[src/rtl/irq_pkg.sv]
package irq_pkg;
    localparam int NSRC     = 6;
    localparam int SRC_W    = 3;
    localparam int NLVL     = 2;
    localparam int NEXT     = 2;
    localparam int NTMR     = 2;
    localparam int NHW      = NEXT + NTMR;
    localparam int VEC_W    = 8;
    localparam logic [VEC_W-1:0] VEC_BASE = 8'h03;
    localparam logic [VEC_W-1:0] VEC_STEP = 8'h08;

    typedef enum logic [SRC_W-1:0] {
        SRC_X0 = 3'd0,
        SRC_T0 = 3'd1,
        SRC_X1 = 3'd2,
        SRC_T1 = 3'd3,
        SRC_SP = 3'd4,
        SRC_T2 = 3'd5
    } src_e;

    typedef struct packed {
        logic valid;
        logic lvl;
        src_e src;
    } pick_t;

    function automatic logic [VEC_W-1:0] vec_of(input src_e s);
        return VEC_BASE + VEC_STEP * VEC_W'(s);
    endfunction
endpackage

[src/rtl/irq_flag_unit.sv]
module irq_flag_unit
    import irq_pkg::*;
(
    input  logic            clk,
    input  logic            rst,
    input  logic [NEXT-1:0] ext_edge,
    input  logic [NEXT-1:0] ext_in,
    input  logic [NTMR-1:0] tmr_set,
    input  logic            clr_valid,
    input  src_e            clr_src,
    output logic [NHW-1:0]  flags
);
    // bit 2k is external k, bit 2k+1 is timer k
    for (genvar k = 0; k < NEXT; k++) begin : g_ext
        logic pin_q;
        logic hit;
        assign hit = clr_valid && (clr_src == src_e'(SRC_W'(2 * k)));
        always_ff @(posedge clk) begin
            if (rst) begin
                pin_q        <= 1'b0;
                flags[2*k]   <= 1'b0;
            end else begin
                pin_q <= ext_in[k];
                if (!ext_edge[k])
                    flags[2*k] <= ext_in[k];
                else if (ext_in[k] && !pin_q)
                    flags[2*k] <= 1'b1;
                else if (hit)
                    flags[2*k] <= 1'b0;
            end
        end
    end

    for (genvar k = 0; k < NTMR; k++) begin : g_tmr
        logic hit;
        assign hit = clr_valid && (clr_src == src_e'(SRC_W'(2 * k + 1)));
        always_ff @(posedge clk) begin
            if (rst)
                flags[2*k+1] <= 1'b0;
            else if (tmr_set[k])
                flags[2*k+1] <= 1'b1;
            else if (hit)
                flags[2*k+1] <= 1'b0;
        end
    end
endmodule

[src/rtl/irq_pick.sv]
module irq_pick
    import irq_pkg::*;
(
    input  logic [NSRC-1:0] pend,
    input  logic [NSRC-1:0] hi,
    input  logic [NLVL-1:0] ins,
    output pick_t           best
);
    logic            hi_ok;
    logic            lo_ok;
    logic [NSRC-1:0] req_hi;
    logic [NSRC-1:0] req_lo;

    // a level may interrupt only if nothing at its level or above is active
    assign hi_ok  = !ins[1];
    assign lo_ok  = !ins[1] && !ins[0];
    assign req_hi = pend & hi  & {NSRC{hi_ok}};
    assign req_lo = pend & ~hi & {NSRC{lo_ok}};

    always_comb begin
        best = '0;
        for (int i = NSRC - 1; i >= 0; i--) begin
            if (req_lo[i]) begin
                best.valid = 1'b1;
                best.lvl   = 1'b0;
                best.src   = src_e'(i[SRC_W-1:0]);
            end
        end
        for (int i = NSRC - 1; i >= 0; i--) begin
            if (req_hi[i]) begin
                best.valid = 1'b1;
                best.lvl   = 1'b1;
                best.src   = src_e'(i[SRC_W-1:0]);
            end
        end
    end
endmodule

[src/rtl/irq_nest.sv]
module irq_nest
    import irq_pkg::*;
(
    input  logic            clk,
    input  logic            rst,
    input  logic            take,
    input  logic            take_lvl,
    input  logic            reti,
    output logic [NLVL-1:0] ins
);
    logic [NLVL-1:0] ins_nx;

    always_comb begin
        ins_nx = ins;
        if (reti) begin
            if (ins[1]) ins_nx[1] = 1'b0;
            else        ins_nx[0] = 1'b0;
        end
        if (take) ins_nx[take_lvl] = 1'b1;
    end

    always_ff @(posedge clk) begin
        if (rst) ins <= '0;
        else     ins <= ins_nx;
    end
endmodule

[src/rtl/irq_prio_ctrl.sv]
module irq_prio_ctrl
    import irq_pkg::*;
(
    input  logic             clk,
    input  logic             rst,
    input  logic             glob_en,
    input  logic [NSRC-1:0]  src_en,
    input  logic [NSRC-1:0]  src_hi,
    input  logic [NEXT-1:0]  ext_edge,
    input  logic [NEXT-1:0]  ext_in,
    input  logic [NTMR-1:0]  tmr_set,
    input  logic             ser_tx_flag,
    input  logic             ser_rx_flag,
    input  logic             t2_ovf_flag,
    input  logic             t2_ext_flag,
    input  logic             irq_ack,
    input  logic             irq_reti,
    output logic             irq_req,
    output logic [VEC_W-1:0] irq_vec,
    output logic             irq_lvl,
    output logic [NHW-1:0]   hw_flags,
    output logic [NLVL-1:0]  in_service
);
    pick_t           pick_c;
    pick_t           pick_q;
    logic [NSRC-1:0] raw;
    logic [NSRC-1:0] pend;
    logic            take;

    assign take = irq_ack && pick_q.valid;

    irq_flag_unit u_flags (
        .clk       (clk),
        .rst       (rst),
        .ext_edge  (ext_edge),
        .ext_in    (ext_in),
        .tmr_set   (tmr_set),
        .clr_valid (take),
        .clr_src   (pick_q.src),
        .flags     (hw_flags)
    );

    always_comb begin
        raw         = '0;
        raw[SRC_X0] = hw_flags[0];
        raw[SRC_T0] = hw_flags[1];
        raw[SRC_X1] = hw_flags[2];
        raw[SRC_T1] = hw_flags[3];
        raw[SRC_SP] = ser_tx_flag | ser_rx_flag;
        raw[SRC_T2] = t2_ovf_flag | t2_ext_flag;
    end

    assign pend = raw & src_en & {NSRC{glob_en}};

    irq_pick u_pick (
        .pend (pend),
        .hi   (src_hi),
        .ins  (in_service),
        .best (pick_c)
    );

    irq_nest u_nest (
        .clk      (clk),
        .rst      (rst),
        .take     (take),
        .take_lvl (pick_q.lvl),
        .reti     (irq_reti),
        .ins      (in_service)
    );

    // winner held one cycle; an acknowledge withdraws it at once
    always_ff @(posedge clk) begin
        if (rst)
            pick_q <= '0;
        else if (take)
            pick_q.valid <= 1'b0;
        else
            pick_q <= pick_c;
    end

    assign irq_req = pick_q.valid;
    assign irq_vec = vec_of(pick_q.src);
    assign irq_lvl = pick_q.lvl;
endmodule

[config.mk]
export PLATFORM = sky130hd
export DESIGN_NAME = irq_prio_ctrl
export DESIGN_NICKNAME = d
export VERILOG_FILES = /design/src/rtl/irq_pkg.sv /design/src/rtl/irq_flag_unit.sv /design/src/rtl/irq_pick.sv /design/src/rtl/irq_nest.sv /design/src/rtl/irq_prio_ctrl.sv
export SDC_FILE = /design/constraint.sdc
export NUM_CORES = 1
export LEC_CHECK = 0
export BUFFER_PORTS_ARGS = -buffer_cell sky130_fd_sc_hd__buf_2
export CAP_MARGIN = 20
export CORE_MARGIN = 10
export CORE_UTILIZATION = 39
export CTS_CLUSTER_DIAMETER = 30
export CTS_CLUSTER_SIZE = 25
export DETAILED_ROUTE_END_ITERATION = 10
export GPL_ROUTABILITY_DRIVEN = 0
export PLACE_DENSITY = 0.85
export SYNTH_ARGS = -nofsm -noshare
export SYNTH_HDL_FRONTEND = slang
export SYNTH_SLANG_ARGS = --single-unit
export TNS_END_PERCENT = 1
[constraint.sdc]
create_clock -name clk -period 1.51 [get_ports clk]
set_clock_uncertainty 0.2 [all_clocks]
set_input_delay 0.0755 -clock clk [delete_from_list [all_inputs] [get_ports clk]]
set_output_delay 0.0755 -clock clk [all_outputs]
set_load 0.1 [all_outputs]
==> flow_metrics.tcl, run 1 <==
set metrics [dict create \
    outcome "finished with violations" \
    violations "setup timing" \
    setup.worst_path.class "reg -> reg" \
    cp-start-kind "flip-flop" \
    ys_seq_elements 13 \
    htree_levels 1 \
    cts_tree "done" \
    synth_area_um2 778.2 \
    stdcell_count 186 \
    fin_setup_tns_ps -610.6 \
    num_vias 1023 \
    rsz0062_at_grt "true" \
    clkTransAtPathRegs_ps 80 \
    grt_pass1_vias 1116 \
    antenna_found_initial 0 \
    place_inst 171 \
    ioPinCount 43 \
    cts_setup_buffers 0 \
    setup_viol_count_final 5 \
    fp.dieArea_um2 4182 \
    p_leak_nw 0.6167 \
    pwr_density_cell_nw_per_um2 838.6 \
    comb_power_share_pct 43.5 \
    fin_ws_ps -165.2 \
    avgSynthCellArea_um2 7.941 \
    power_frac_seq_pct 36.6 \
    p_sw_share_pct 43.44 \
    areaGrowthSynthToFinish_pct 62.86 \
    r2r-start "u_nest.ins[1]" \
    grt_pass1_wl_um 5147 \
    multiInputGateArea_um2 530.5 \
    synth-edff-count 0 \
    cts_buffers 3 \
    clock_sinks 13 \
    start_util_pct 40.49 \
    r2r_slack_ps -170 \
    io_buffers 37 \
    yosysSeqAreaShare_pct 33.44 \
    final_net_count 187 \
    timing.final.crit_share_pct 110.9 \
    grt_start_max_net_pins 8 \
    register_area_um2 285.3 \
    grt_overflow 0 \
    antennaDiodeCount 0 \
    final.min_clock_period_ps 1675 \
    drc_errors 0 \
    core_um2 1922 \
    switching_power_w 0.0004617 \
    clock_latency_ps 270 \
    timing.critical_path.from "u_nest.ins[1]" \
    fin_hold_ws_ps 34.75 \
    root_buffer "clkbuf_4" \
    clk_path_buf_depth 2 \
    clkPwrFrac_pct 19.8 \
    grt_usage_pct 15.11 \
    cp_data_required_time_ps 1470 \
    cp_max_fo 5 \
    hp-class "in -> reg" \
    utilization_pct 65.95 \
    place_hpwl_um 2379 \
    arrival_ps 1640 \
    drive_gt1_share_pct 45.28 \
    via_per_inst 5.500 \
    antenna_left 0 \
    num_rows 16 \
    synth_cell_types 32 \
    vdd.ir_drop.worst_uv 644.1 \
    dr.pass1.iters 4 \
    chipHeight_um 64.67 \
    cap_violations 0 \
    drt-total-wl_um 3270 \
    endpoint "pick_q[0]" \
    wire_per_inst_um 17.58 \
    syn_inst 98 \
    p_int_w 0.0006011 \
    slew_violations 0 \
    ys_warn_count 0 \
    reg2regPathDepth 6 \
    die_w_um 64.67 \
    rr_endpoint "pick_q[0]" \
    fin_total_pwr_w 0.001063 \
    cp-end-kind "flip-flop" \
    fmax_mhz 596.9 \
    synthFlopType "dfxtp_1" \
    n_fill_cell 175 \
    drtIter0Drc 17 \
    async_flop_share_pct 0 \
    hold_violations 0 \
]
[sequential cells by signal, summed over array words and instances, names as in the netlist]
signal               cells
u_nest.ins               2
u_flags.g_ext.pin_q      2
irq_lvl                  1
irq_req                  1
pick_q                   3
u_flags.flags            4
[per-stage QoR]
| step | area, um^2 | setup WS (ps) |
|---|---|---|
| 2_1_floorplan | 814.5 | -175.3 |
| 3_3_place_gp | 1082 | -43.93 |
| 3_5_place_dp | 1082 | -140.9 |
| 4_1_cts | 1245 | -130.2 |
| 5_1_grt | 1267 | -234.4 |
| 6_report | 1267 | -165.2 |
[cell usage after synthesis, drive strengths merged (2+ instances only)]
cell type / number / area, um^2
nand2: 12 / 45.04
a21oi: 6 / 30.03
nand3b: 2 / 15.01
nor2b: 6 / 37.54
nor2: 11 / 41.29
nor3b: 2 / 26.28
and3b: 4 / 38.79
o21ai: 6 / 30.03
conb: 2 / 7.510
dfxtp: 13 / 260.3
nand4: 5 / 31.28
a211oi: 2 / 20.02
nand2b: 4 / 25.02
buf: 5 / 37.54
nand3: 2 / 10.01
o31ai: 3 / 22.52
[critical path, stage by stage (launching register included)]
cell and delay, ps:
dfxtp_4 360, nor2b_1 100, buf_4 150, nand4_1 180, inv_1 140, o21ai_0 110, o311ai_2 320
[what timing repair did]
action,4_1_cts,5_1_grt
pin swaps,4,6
endpoints found under the hold margin,10,0
setup endpoints to repair,5,6
hold buffers,11,0
gates resized for setup,5,6
[worst min path at each step]
stage / start / endpoint / slack (ps) / cells after the start
after floorplan: rst / u_flags.g_ext[0].pin_q / -40 / 1
after global placement: tmr_set[1] / u_flags.flags[3] / 80 / 3
after detailed placement: tmr_set[1] / u_flags.flags[3] / 90 / 3
after CTS: rst / u_flags.flags[2] / 20 / 5
after global routing: rst / u_flags.flags[0] / 50 / 5
final: rst / u_flags.flags[0] / 30 / 5
[cells by family (layout without fill, tap and decap cells)]
logic type	after synthesis	in the layout	share of synthesized area (%)
flops	13	13	33.44
simple gates	52	52	38.42
buf+inv	7	65	5.787
other cells	2	5	0.9650
compound gates	24	24	21.39
[per-layer routing]
metal  wire, um  global-route usage (%)
met3        193                   3.608
met4        138                   10.16
met2       1743                   27.46
met5          0                       0
met1       1194                   14.84
[area by class of cell]
| type | instances | share of cell area (%) |
|---|---|---|
| well taps | 27 | 2.665 |
| repair buffers | 60 | 30.60 |
| inverters | 1 | 0.2961 |
| flip-flops and latches | 13 | 22.51 |
| multi-input cells | 81 | 41.86 |
| clock buffers | 4 | 2.073 |
[cell usage in the layout (no fill, tap or decap), types with 2 or more instances in the layout]
master / synthesis / layout
buf_2: 0 / 37
nand2_1: 12 / 12
buf_4: 5 / 12
nor2_1: 11 / 11
dlygate4sd3_1: 0 / 10
a21oi_1: 6 / 6
dfxtp_4: 0 / 6
o21ai_0: 6 / 5
nand4_1: 5 / 5
conb_1: 2 / 5
dfxtp_1: 13 / 5
nor2b_1: 6 / 4
and3b_1: 3 / 3
nand2b_1: 4 / 3
clkbuf_4: 0 / 3
o31ai_1: 3 / 2
nand3b_1: 2 / 2
a211oi_2: 1 / 2
nand3_1: 2 / 2
dfxtp_2: 0 / 2
[power groups by stage]
stage | Combinational, W | Sequential, W | Clock [W]
final | 0.000463 | 0.000389 | 0.000211
after global placement | 0.000405 | 0.000394 | 0
after CTS | 0.000447 | 0.000388 | 0.000213
after floorplan | 0.000147 | 0.000553 | 0
after global routing | 0.000486 | 0.000392 | 0.000229
after detailed placement | 0.000413 | 0.000396 | 0
Note: power is estimated with default switching activity, not from simulation.
==> inputs of run 2 (changes only) <==
--- a/config.mk
+++ b/config.mk
@@ -14,6 +14,7 @@
 export DETAILED_ROUTE_END_ITERATION = 10
 export GPL_ROUTABILITY_DRIVEN = 0
 export PLACE_DENSITY = 0.85
+export RECOVER_POWER = 25
 export SYNTH_ARGS = -nofsm -noshare
 export SYNTH_HDL_FRONTEND = slang
 export SYNTH_SLANG_ARGS = --single-unit
==> run 2 against run 1 <==
  * The flow still finishes with violations (setup timing)
  * Combinational power hardly changed
  * Critical path depth unchanged
  * Flip-flop and latch count stayed put
  * Clock power barely moved
  * Global-route usage unchanged
  * First-iteration DRC count is the same
  * Core utilization is 0.33 points lower
  * Register-to-register slack barely moved
  * Via count decreased by 0.39%
  * Non-clock buffer count unchanged
  * Sequential power hardly changed
  * Routed wire length grew 0.15%
  * Highest routed layer unchanged
==> flow_metrics.tcl, run 2 (synthesis results as in run 1) <==
set metrics [dict create \
    clock_latency_ps 270 \
    antennaDiodeCount 0 \
    drc_errors 0 \
    timing.critical_path.from "u_nest.ins[1]" \
    cp_data_required_time_ps 1480 \
    clk_path_buf_depth 2 \
    num_vias 1019 \
    setup_viol_count_final 5 \
    vdd.ir_drop.worst_uv 643.1 \
    layout_commonest_cell "buf_2" \
    hp-class "in -> reg" \
    outcome "finished with violations" \
    cp_max_fo 5 \
    p_leak_nw 0.5988 \
    endpoint "pick_q[0]" \
    antenna_left 0 \
    violations "setup timing" \
    final_area_um2 1261 \
    die_w_um 64.67 \
    num_rows 16 \
    cap_violations 0 \
    r2r-start "u_nest.ins[1]" \
    timing.final.crit_share_pct 110.0 \
    most-common-layout-cells "37 x buf_2, 12 x nand2_1, 11 x nor2_1, 11 x buf_4, 10 x dlygate4sd3_1" \
    cp-start-kind "flip-flop" \
    cts_buffers 3 \
    drive_gt1_share_pct 44.65 \
    fp.dieArea_um2 4182 \
    final_net_count 187 \
    reg2regPathDepth 6 \
    place_hpwl_um 2379 \
    drtIter0Drc 17 \
    grt_overflow 0 \
    placed_area_um2 1082 \
    fin_ws_ps -150.4 \
    setup.worst_path.class "reg -> reg" \
    r2r_slack_ps -150 \
    via_per_inst 5.478 \
    start_util_pct 40.49 \
    n_fill_cell 178 \
    arrival_ps 1630 \
    grt_start_max_net_pins 8 \
    largest_reg_flops 4 \
    htree_levels 1 \
    grt_pass1_vias 1116 \
    chipHeight_um 64.67 \
    wire_per_inst_um 17.61 \
    largest-register "u_flags.flags" \
    dr.pass1.iters 4 \
    root_buffer "clkbuf_4" \
    fin_hold_ws_ps 38.64 \
    final.min_clock_period_ps 1660 \
    ioPinCount 43 \
    slew_violations 0 \
    pwr_density_cell_nw_per_um2 841.8 \
    rsz0062_at_grt "true" \
    drt-total-wl_um 3275 \
    rr_endpoint "pick_q[0]" \
    antenna_found_initial 0 \
    grt_pass1_wl_um 5147 \
    clkTransAtPathRegs_ps 70 \
    cts_tree "done" \
    hold_violations 0 \
    dpl_worst_slack_ps -140.9 \
    hold_depth 3 \
    io_buffers 37 \
    fmax_mhz 602.3 \
    largestRegisters "u_flags.flags x4, pick_q x3" \
    utilization_pct 65.63 \
    grt_usage_pct 15.11 \
    areaGrowthSynthToFinish_pct 62.06 \
    core_um2 1922 \
    clock_sinks 13 \
    cp-end-kind "flip-flop" \
]
[run 2: cell types whose count changed in the layout (fill, tap and decap cells not counted)]
cell and delta:
buf_4 -1, clkdlybuf4s25_1 +1, dlymetal6s4s_1 -1, clkbuf_1 +1
[run 2: report_power, final]
group	internal (W)	leakage [nW]	switching, W
Sequential	0.000366	0.112	0.0000239
Combinational	0.000131	0.472	0.000330
Clock	0.000102	0.0150	0.000108
[run 2: routing by layer]
layer / track usage, % / part of all wire (%) / wire length (um)
met2: 27.46 / 53 / 1746
met3: 3.608 / 5.3 / 173
met4: 10.16 / 4.3 / 140
met1: 14.84 / 37 / 1215
met5: 0 / 0 / 0
[run 2: repair_timing]
item / CTS / global route
pin swaps: 4 / 6
gates cloned: 0 / 0
endpoints found under the setup margin: 5 / 6
hold endpoints to repair: 10 / 0
setup buffers: 0 / 0
resized for setup: 5 / 6
hold buffers: 11 / 0
[run 2: worst min-delay path by stage]
stage               slack [ps]       start                     end
detailed placement          90  tmr_set[1]        u_flags.flags[3]
global placement            80  tmr_set[1]        u_flags.flags[3]
floorplan                  -40         rst  u_flags.g_ext[0].pin_q
global route                70         rst                 irq_req
finish                      40         rst                 irq_req
CTS                         20         rst        u_flags.flags[2]
[run 2: metrics by stage]
| stage | total power [W] | instances | TNS, ps |
|---|---|---|---|
| after floorplan | 0.0006996 | 101 | -1131 |
| after detailed placement | 0.0008090 | 171 | -380.0 |
| after CTS | 0.001048 | 186 | -445.3 |
| after global routing | 0.001106 | 186 | -960.2 |
| after global placement | 0.0007994 | 171 | -71.29 |
| final | 0.001062 | 186 | -579.0 |
[run 2: layout make-up]
class / instances / area, um^2 / area share, %
Inverter: 1 / 3.754 / 0.2976
Clock buffer: 4 / 26.28 / 2.083
Sequential cell: 13 / 285.3 / 22.62
Tap cell: 27 / 33.78 / 2.679
Timing Repair Buffer: 60 / 381.6 / 30.26
Multi-Input combinational cell: 81 / 530.5 / 42.06
[run 2: critical path, cell delays in order (launching register included)]
cell and delay [ps]:
dfxtp_4 360, nor2b_1 100, buf_4 150, nand4_1 180, inv_1 140, o21ai_0 100
o311ai_2 320
==> inputs of run 3 (changes only) <==
--- a/config.mk
+++ b/config.mk
@@ -5,8 +5,9 @@
 export SDC_FILE = /design/constraint.sdc
 export NUM_CORES = 1
 export LEC_CHECK = 0
+export ABC_AREA = 1
 export BUFFER_PORTS_ARGS = -buffer_cell sky130_fd_sc_hd__buf_2
-export CAP_MARGIN = 20
+export CAP_MARGIN = 10
 export CORE_MARGIN = 10
 export CORE_UTILIZATION = 39
 export CTS_CLUSTER_DIAMETER = 30
==> run 3 against run 2 <==
  * Register-to-register slack better by 80 ps
  * Die area is 2.7% higher
  * Combinational power down 8.5%
  * The run ends with hold timing, setup timing left
  * First-iteration DRC count grew 110%
  * Count of clock-buffer cells in the layout unchanged
  * Routed wire length decreased by 21%
  * Maximum frequency grew 5.2%
  * Hold slack got worse by 150 ps
==> flow_metrics.tcl, run 3 <==
set metrics [dict create \
    outcome "finished with violations" \
    violations "hold timing, setup timing" \
    synth.top_cells.by_area "dfxtp_1 32%, nand2_1 18%, inv_1 9.8%, nor2_1 7.4%, nand3_1 6.2%" \
    drive_gt1_share_pct 34.92 \
    grt_pass1_wl_um 4050 \
    arrival_ps 1540 \
    synth-edff-count 0 \
    ys_warn_count 0 \
    final_net_count 217 \
    synthFlopType "dfxtp_1" \
    yosysSeqAreaShare_pct 32.20 \
    num_vias 983 \
    hp-class "in -> reg" \
    htree_levels 1 \
    drtIter0Drc 35 \
    grt_pass1_vias 994 \
    syn_inst 134 \
    clock_latency_ps 270 \
    cp_max_fo 4 \
    cap_violations 0 \
    timing.final.crit_share_pct 104.5 \
    vdd.ir_drop.worst_uv 540.5 \
    antenna_found_initial 0 \
    synth_common_cells "38 x nand2_1, 21 x inv_1, 16 x nor2_1" \
    layout_commonest_cell "nand2_1" \
    cts-hold-fix-buffers 10 \
    async_flop_share_pct 0 \
    num_rows 16 \
    cp-start-kind "flip-flop" \
    fin_hold_ws_ps -107.8 \
    critPathMaxStageDelay_ps 370 \
    synth_cell_types 22 \
    cts_buffers 3 \
    synth_area_um2 808.3 \
    ioPinCount 43 \
    final.min_clock_period_ps 1578 \
    final_area_um2 1231 \
    yosysTopAreaCell "dfxtp_1" \
    via_per_inst 4.551 \
    largest-register "u_flags.flags" \
    fin_ws_ps -68.08 \
    ys_seq_elements 13 \
    clock_sinks 13 \
    utilization_pct 62.76 \
    grt_usage_pct 11.54 \
    placed_area_um2 1066 \
    largest_reg_flops 4 \
    avgSynthCellArea_um2 6.032 \
    n_fill_cell 197 \
    dpl_worst_slack_ps -72.81 \
    path_cells "inv_4, nand2_4, nor3_1, inv_1, nand2_1, nand2_1, nand2_1, nand2_1, nand2_1, nand2_1, nand2_1, a21oi_2" \
    slowest_stage "dfxtp_4" \
    antennaDiodeCount 0 \
    drc_errors 0 \
    setup.worst_path.class "reg -> reg" \
    core_um2 1962 \
    areaGrowthSynthToFinish_pct 52.32 \
    setup_viol_count_final 2 \
    fmax_mhz 633.7 \
    rsz0062_at_grt "true" \
    hold_violations 6 \
    cp-end-kind "flip-flop" \
    wire_per_inst_um 11.92 \
    yosysMostFrequentCell "nand2_1" \
    clk_path_buf_depth 2 \
    root_buffer "clkbuf_4" \
    p_leak_nw 0.6781 \
    drt-total-wl_um 2575 \
    cp_data_required_time_ps 1470 \
    largestRegisters "u_flags.flags x4, pick_q x3" \
    grt_overflow 0 \
    cts_tree "done" \
    pwr_density_cell_nw_per_um2 825.5 \
    dr.pass1.iters 4 \
    grt_start_max_net_pins 11 \
    clkTransAtPathRegs_ps 70 \
    most-common-layout-cells "38 x nand2_1, 35 x buf_2, 20 x inv_1" \
    place_hpwl_um 1964 \
    cp_common_cell "nand2_1" \
    synth_top_area_share_pct 32.20 \
    fp.dieArea_um2 4294 \
    antenna_left 0 \
    relSlewSlack_pct 63.86 \
    chipHeight_um 65.53 \
    slew_violations 0 \
    die_w_um 65.53 \
    start_util_pct 41.20 \
    io_buffers 37 \
    worst_pin_slew_ps 544.4 \
]
[run 3: where the power goes]
| group | internal, W | switching [W] |
|---|---|---|
| logic | 0.000104 | 0.000317 |
| registers | 0.000365 | 0.0000202 |
| clock network | 0.000102 | 0.000107 |
[run 3: worst paths after layout]
| path | startpoint | to | slack [ps] | depth (start not counted) |
|---|---|---|---|---|
| worst max-delay path | u_nest.ins[1] | pick_q[0] | -70 | 12 |
| worst min-delay path | rst | pick_q[0] | -110 | 2 |
| worst max register to register | u_nest.ins[1] | pick_q[0] | -70 | 12 |
| worst min register to register | u_flags.g_ext[0].pin_q | u_flags.flags[0] | 290 | 3 |
[run 3: cell type report]
cell class	instances	area, um^2	area share (%)
Multi-Input combinational cell	96	460.4	37.40
Timing Repair Buffer	54	336.6	27.34
Sequential cell	13	289.0	23.48
Inverter	22	85.08	6.911
Tap cell	27	33.78	2.744
Clock buffer	4	26.28	2.134
[run 3: what timing repair did]
item / in CTS / in global routing
gates resized for setup: 3 / 5
buffers inserted: 1 / 1
endpoints found under the setup margin: 1 / 6
hold endpoints to repair: 11 / 6
pin swaps: 2 / 0
[run 3: cells by family after synthesis]
kind of cell           synth area share [%]
DFF                                   32.20
other                                0.9291
and+or+nand+nor                       40.71
AOI/OAI and AO/OA                     10.84
buffers and inverters                 15.33
[run 3: layer usage]
metal | part of all wire (%) | track usage, % | routed length [um]
met4 | 1.3 | 5.615 | 33
met3 | 11 | 5.763 | 280
met5 | 0 | 0 | 0
met2 | 48 | 19.88 | 1238
met1 | 40 | 11.25 | 1023
[run 3: metrics by stage]
step                power [W]  TNS (ps)  hold slack (ps)  std cells
floorplan           0.0007081    -587.7           -8.363        137
global placement    0.0007783    -38.97            79.75        200
detailed placement  0.0007839    -72.81            97.69        200
CTS                  0.001016    -14.62           -123.0        215
global route         0.001071    -501.0           -95.47        216
finish               0.001016    -113.5           -107.8        216
[run 3: critical path, delay by kind of cell, from the launching register on]
kind	cells	cell delay [ps]
AO/OA/AOI/OAI	1	50
buffers and inverters	2	140
AND/OR/NAND/NOR	9	710
flip-flops	1	370
